### src/rtl/bbs_pkg.sv
package bbs_pkg;

   typedef enum logic {
      ST_IDLE = 1'b0,
      ST_RUN  = 1'b1
   } bbs_state_e;

endpackage

### src/rtl/bbs_line_sync.sv
module bbs_line_sync #(
   parameter int STAGES = 2
) (
   input  logic clk,
   input  logic rst_n,
   input  logic line_in,
   output logic line_out
);

   generate
      if (STAGES == 0) begin : g_bypass
         assign line_out = line_in;
      end else begin : g_chain
         logic [STAGES-1:0] chain_q;
         always_ff @(posedge clk or negedge rst_n) begin
            if (!rst_n) begin
               chain_q <= '1;
            end else begin
               chain_q[0] <= line_in;
               for (int i = 1; i < STAGES; i++) begin
                  chain_q[i] <= chain_q[i-1];
               end
            end
         end
         assign line_out = chain_q[STAGES-1];
      end
   endgenerate

endmodule

### src/rtl/bbs_offset_calc.sv
module bbs_offset_calc #(
   parameter int CYC_W     = 12,
   parameter int FRAC_W    = 8,
   parameter int MUL_STYLE = 0
) (
   input  logic [CYC_W-1:0]  period,
   input  logic [FRAC_W-1:0] frac,
   output logic [CYC_W-1:0]  offset
);

   localparam int PROD_W = CYC_W + FRAC_W;

   logic [PROD_W-1:0] prod;

   generate
      if (MUL_STYLE == 0) begin : g_mult
         assign prod = PROD_W'(period) * PROD_W'(frac);
      end else begin : g_shift_add
         logic [PROD_W-1:0] part [FRAC_W];
         for (genvar i = 0; i < FRAC_W; i++) begin : g_part
            assign part[i] = frac[i] ? (PROD_W'(period) << i) : '0;
         end
         always_comb begin
            prod = '0;
            for (int j = 0; j < FRAC_W; j++) begin
               prod = prod + part[j];
            end
         end
      end
   endgenerate

   assign offset = CYC_W'(prod >> FRAC_W);

   always_comb begin
      if (period != '0) begin
         a_offset_below_period_r4 : assert (offset < period)
            else $error("sample offset not inside bit period");
      end
   end

endmodule

### src/rtl/bus_bit_sampler.sv
module bus_bit_sampler
   import bbs_pkg::*;
#(
   parameter int CYC_W       = 12,
   parameter int FRAC_W      = 8,
   parameter int IDX_W       = 8,
   parameter int CNT_W       = 24,
   parameter int SYNC_STAGES = 2,
   parameter int MUL_STYLE   = 0
) (
   input  logic              clk,
   input  logic              rst_n,
   input  logic              rx_line,
   input  logic [CYC_W-1:0]  bit_cycles,
   input  logic [FRAC_W-1:0] sample_frac,
   input  logic              frame_done,
   output logic              bit_strobe,
   output logic              bit_value,
   output logic [IDX_W-1:0]  bit_index
);

   localparam logic [CNT_W-1:0] CNT_ONE = CNT_W'(1);

   generate
      if (SYNC_STAGES < 0 || SYNC_STAGES > 4) begin : g_bad_sync
         $error("SYNC_STAGES must lie in 0..4");
      end
      if (CNT_W < CYC_W + 4) begin : g_bad_cnt
         $error("CNT_W too narrow for the bit period");
      end
      if (FRAC_W < 1 || IDX_W < 1) begin : g_bad_width
         $error("FRAC_W and IDX_W must be positive");
      end
      if (MUL_STYLE != 0 && MUL_STYLE != 1) begin : g_bad_mul
         $error("MUL_STYLE must be 0 or 1");
      end
   endgenerate

   logic             line_s;
   logic [CYC_W-1:0] offset_now;

   bbs_line_sync #(.STAGES(SYNC_STAGES)) u_sync (
      .clk      (clk),
      .rst_n    (rst_n),
      .line_in  (rx_line),
      .line_out (line_s)
   );

   bbs_offset_calc #(
      .CYC_W     (CYC_W),
      .FRAC_W    (FRAC_W),
      .MUL_STYLE (MUL_STYLE)
   ) u_offset (
      .period (bit_cycles),
      .frac   (sample_frac),
      .offset (offset_now)
   );

   bbs_state_e       state_q;
   logic [CNT_W-1:0] cnt_q;
   logic [CNT_W-1:0] target_q;
   logic [CYC_W-1:0] period_q;
   logic [IDX_W-1:0] next_idx_q;
   logic             strobe_q;
   logic             value_q;
   logic [IDX_W-1:0] index_q;

   always_ff @(posedge clk or negedge rst_n) begin
      if (!rst_n) begin
         state_q    <= ST_IDLE;
         cnt_q      <= '0;
         target_q   <= '0;
         period_q   <= '0;
         next_idx_q <= '0;
         strobe_q   <= 1'b0;
         value_q    <= 1'b0;
         index_q    <= '0;
      end else begin
         strobe_q <= 1'b0;
         unique case (state_q)
            ST_IDLE: begin
               if (!line_s) begin
                  state_q  <= ST_RUN;
                  period_q <= bit_cycles;
                  cnt_q    <= CNT_ONE;
                  if (offset_now == '0) begin
                     strobe_q   <= 1'b1;
                     value_q    <= line_s;
                     index_q    <= '0;
                     next_idx_q <= IDX_W'(1);
                     target_q   <= CNT_W'(bit_cycles);
                  end else begin
                     next_idx_q <= '0;
                     target_q   <= CNT_W'(offset_now);
                  end
               end
            end
            ST_RUN: begin
               if (frame_done) begin
                  state_q <= ST_IDLE;
               end else begin
                  cnt_q <= cnt_q + CNT_ONE;
                  if (cnt_q == target_q) begin
                     strobe_q   <= 1'b1;
                     value_q    <= line_s;
                     index_q    <= next_idx_q;
                     next_idx_q <= next_idx_q + IDX_W'(1);
                     target_q   <= target_q + CNT_W'(period_q);
                  end
               end
            end
            default: state_q <= ST_IDLE;
         endcase
      end
   end

   assign bit_strobe = strobe_q;
   assign bit_value  = value_q;
   assign bit_index  = index_q;

   // a strobe never lasts two cycles once a legal period is captured
   p_strobe_single_r6 : assert property (@(posedge clk) disable iff (!rst_n)
      (strobe_q && period_q >= CYC_W'(2)) |=> !strobe_q);

   // frame end during a frame forces idle with no strobe on that edge
   p_done_to_idle_r8 : assert property (@(posedge clk) disable iff (!rst_n)
      (state_q == ST_RUN && frame_done) |=> (state_q == ST_IDLE && !strobe_q));

   // recessive line in idle keeps the block idle and quiet
   p_idle_hold_r2 : assert property (@(posedge clk) disable iff (!rst_n)
      (state_q == ST_IDLE && line_s) |=> (state_q == ST_IDLE && !strobe_q));

   // captured period is frozen for the whole frame
   p_period_hold_r7 : assert property (@(posedge clk) disable iff (!rst_n)
      (state_q == ST_RUN && !frame_done) |=> $stable(period_q));

   // the next sample position never falls behind the elapsed count
   p_target_ahead_r4 : assert property (@(posedge clk) disable iff (!rst_n)
      (state_q == ST_RUN) |-> (target_q >= cnt_q));

endmodule

### config.mk
export PLATFORM = sky130hd
export DESIGN_NAME = bus_bit_sampler
export DESIGN_NICKNAME = d
export VERILOG_FILES = /design/src/rtl/bbs_pkg.sv /design/src/rtl/bbs_line_sync.sv /design/src/rtl/bbs_offset_calc.sv /design/src/rtl/bus_bit_sampler.sv
export SDC_FILE = /design/constraint.sdc
export NUM_CORES = 1
export LEC_CHECK = 0
export CORE_MARGIN = 10
export CORE_UTILIZATION = 60
export DETAILED_ROUTE_END_ITERATION = 8
export PLACE_DENSITY = 0.79
export RECOVER_POWER = 100
export REMOVE_ABC_BUFFERS = 1
export SLEW_MARGIN = 40
export SYNTH_ARGS = -nofsm -noshare
export SYNTH_HDL_FRONTEND = slang
export SYNTH_SLANG_ARGS = --single-unit
### constraint.sdc
create_clock -name clk -period 3.1 [get_ports clk]
set_clock_uncertainty 0.15 [all_clocks]
set_input_delay 0.62 -clock clk [delete_from_list [all_inputs] [get_ports clk]]
set_output_delay 0.62 -clock clk [all_outputs]
set_load 0.01 [all_outputs]
==> reports/qor.csv <==
stage,metric,value,unit
clocking,htreeDepth,3,
clocking,cts_sinks,81,
clocking,cts_tree,done,
global_routing,grt_pass1_wl,33.8,mm
detailed_routing,dr.pass1.iters,5,
sta,finalHoldViolations,0,
yosys,async_flop_share,100,%
yosys,yosys.area_share.simple,23.2,%
floorplanning,pin_count,34,
clocking,root_buffer,clkbuf_16,
place,place.gp.congestion,0.927,
final_layout,drive_above_1_share,22.6,%
sta,drv_slew,82,
sta,rsz0062_at_grt,true,
yosys,avgSynthCellArea,8.96,um^2
final_layout,nFillCells,798,
setup_path,cp_data_arrival_time,5550,ps
clocking,clk_pin_slew,60,ps
sta,relSlewSlack,-32.1,%
power_and_ir_drop,clkPwrFrac,13.0,%
yosys,synth-seq-cells,81,
floorplanning,die_w,132,um
detailed_routing,drc,0,
yosys,synth_mux_area_share,1.36,%
power_and_ir_drop,switchingPower,3450,uW
yosys,yosys.area_share.adder,24.4,%
hold_path,hp-class,flip-flop to flip-flop,
job,max-cap-violations,1,
detailed_routing,wl_per_cell,18.0,um
sta,finalCriticalPeriod,5420,ps
yosys,synth_top_family_by_area,adder cells,
clocking,cts_max_path_buffers,2,
yosys,synth_top_cell_by_area,dfrtp_1,
run_status,violations,"max-capacitance violations, max-slew violations, negative setup slack",
floorplanning,fp-row-count,40,
setup_path,end_kind,flip-flop,
floorplanning,die-area,0.0174,mm^2
final_layout,antenna_cells,0,
clocking,insertion_delay,340,ps
setup_path,cp_top_family,adder cells,
clocking,numCtsBuffers,9,
final_layout,multiInputGateArea,0.00544,mm^2
place,port_buffers,33,
setup_path,crit_top_cell,buf_6,
yosys,synth_edf_count,0,
place,dp_hpwl,14.5,mm
final_layout,final-seq-area,0.00203,mm^2
place,pre_cts_slack,-3080,ps
yosys,yosysTopAreaCellShare,26.2,%
power_and_ir_drop,internal_power,4640,uW
power_and_ir_drop,p_total,8090,uW
setup_path,critPathMaxFanout,8,
floorplanning,initial_core_util,62.0,%
power_and_ir_drop,p_comb_share,70.4,%
power_and_ir_drop,power_leakage,0.00455,uW
sta,holdWs,209,ps
detailed_routing,vias,6662,
sta,worst_pin_slew,1980,ps
yosys,synth_cell_types,64,
floorplanning,core,0.0122,mm^2
power_and_ir_drop,vdd_ir_drop_max,0.625,mV
final_layout,utilization,76.8,%
run_status,status,"finished, violations left",
power_and_ir_drop,power.density,867,mW/mm^2
detailed_routing,wirelength,20.3,mm
global_routing,grt.overflow.total,0,
sta,tns,-52330,ps
setup_path,worst-setup-path-type,primary input to flip-flop,
setup_path,cp_slowest_cell,fa_2,
yosys,synthCells,841,
sta,period_share,175,%
yosys,synth_xor_area_share,8.25,%
final_layout,syn2layout_area_growth,23.9,%
setup_path,crit_chain,buf_6 -> buf_6 -> and2_1 -> fa_2 -> fa_1 -> fa_2 -> fa_1 -> ha_4 -> buf_4 -> o21ai_0 -> nand2_1 -> a21oi_1 -> nor2_2 -> xnor2_1 -> nand4b_1 -> buf_4 -> nor4_4 -> and2_4 -> buf_6 -> a221o_1,
sta,finalSetupViolCount,23,
yosys,syn-cell-area,0.00754,mm^2
setup_path,crit_path_max_incr_delay,580,ps
global_routing,grt_max_degree,82,
yosys,yosysMostFrequentCell,nand2_1,
yosys,synthFlopType,dfrtp_1,
sta,max_freq,0.184,GHz
setup_path,critPathBufInv,5,
detailed_routing,drt_iter0_markers,550,
power_and_ir_drop,seqPwrFrac,16.6,%
yosys,synth.area.top_cells,"dfrtp_1 26%, fa_1 16%, ha_1 8.5%",
setup_path,worstPathRequired,3220,ps
global_routing,antenna_found_initial,0,
yosys,synth_commonest_cells,"99 x nand2_1, 79 x dfrtp_1, 78 x nor2_1, 72 x and2_1, 60 x fa_1",
floorplanning,die_y,132,um
yosys,synth_compound_area_share,10.7,%
setup_path,worstSetupStartpointType,primary input,
yosys,synth_warnings,0,
sta,layout_setup_ws,-2320,ps
global_routing,track_usage,23.1,%
power_and_ir_drop,p_sw_share,42.6,%
detailed_routing,ant_nets,0,
global_routing,grt_pass1_vias,7018,
final_layout,final_nets,1090,
yosys,ys_seq_area_share,26.9,%
detailed_routing,viasPerCell,5.91,
==> per-layer routing <==
layer | share of wire, % | global-route usage (%)
met4 | 3.0 | 8.03
met1 | 41 | 28.1
met3 | 5.4 | 3.66
met5 | 0 | 0
met2 | 51 | 40.5
==> kinds of logic after synthesis <==
group                      after synthesis
adders and majority gates              111
muxes                                   10
and+or+nand+nor                        348
xor gates and xnor gates                71
DFF                                     81
buffers and inverters                   94
AOI/OAI and AO/OA                      126
==> through the flow <==
step | area [um^2] | cells
2_1_floorplan | 7360 | 803
3_3_place_gp | 8600 | 1096
3_5_place_dp | 8600 | 1096
4_1_cts | 9230 | 1124
5_1_grt | 9340 | 1128
6_report | 9340 | 1128
==> registers in the layout, summed over array words and instances, names as in the netlist <==
name                    flops
period_q                   12
bit_value                   1
next_idx_q                  8
bit_index                   8
bit_strobe                  1
cnt_q                      24
u_sync.g_chain.chain_q      2
state_q                     1
target_q                   24
==> final timing paths <==
check / from / end / slack (ps) / cells past startpoint
hold / removal: u_sync.g_chain.chain_q[0] / u_sync.g_chain.chain_q[1] / 210 / 0
min in group asynchronous: rst_n / cnt_q[5] / 670 / 1
setup / recovery: sample_frac[4] / target_q[10] / -2320 / 20
max in group asynchronous: rst_n / bit_index[2] / 940 / 1
hold reg to reg: u_sync.g_chain.chain_q[0] / u_sync.g_chain.chain_q[1] / 210 / 0
setup reg to reg: cnt_q[1] / target_q[23] / 190 / 8
==> area by class of cell <==
class	instances	area share [%]
Clock inverter	5	0.603
Sequential cell	81	21.7
Timing Repair Buffer	141	12.4
Clock buffer	11	2.49
Multi-Input combinational cell	666	58.3
Tap cell	168	2.25
Inverter	56	2.25
==> power groups by stage <==
stage	clock network [uW]	registers [uW]	logic, uW
after floorplan	0	1310	2740
after global placement	0	1350	4230
after detailed placement	0	1360	4360
after CTS	1060	1340	5080
after global routing	1100	1360	6150
final	1050	1340	5700
==> worst register-to-register path, stage by stage, from the launching register on <==
cell     delay, ps
dfrtp_1        450
xor2_1         220
or4_1          570
nor4_2         380
a21oi_1        170
nor3b_2        300
nand4_1        140
or3_1          320
a21oi_1        140
==> repair_timing <==
item / 4_1_cts / 5_1_grt
pin swaps: 69 / 21
setup endpoints to repair: 23 / 30
cloned: 0 / 0
resized for setup: 135 / 26
buffers inserted: 12 / 4
hold buffers: 0 / 0
==> layout by cell type (no fill, tap or decap), drive strengths merged, types with 3 or more instances in the layout <==
master         count
a211oi             4
a21o               8
a21oi             41
a221o              6
a22o               3
a31oi              6
and2              72
and3              10
buf              121
clkbuf            12
clkdlybuf4s50     11
clkinv             3
dfrtp             79
dlygate4sd2        4
fa                60
ha                51
inv               56
mux2i              8
nand2            100
nand2b             4
nand3             20
nand4              8
nor2              78
nor2b              8
nor3              13
nor4              11
o211ai             6
o21ai             35
o22ai              3
or3               13
or4                4
xnor2             20
xor2              51
(Power assumes the default switching activity.)
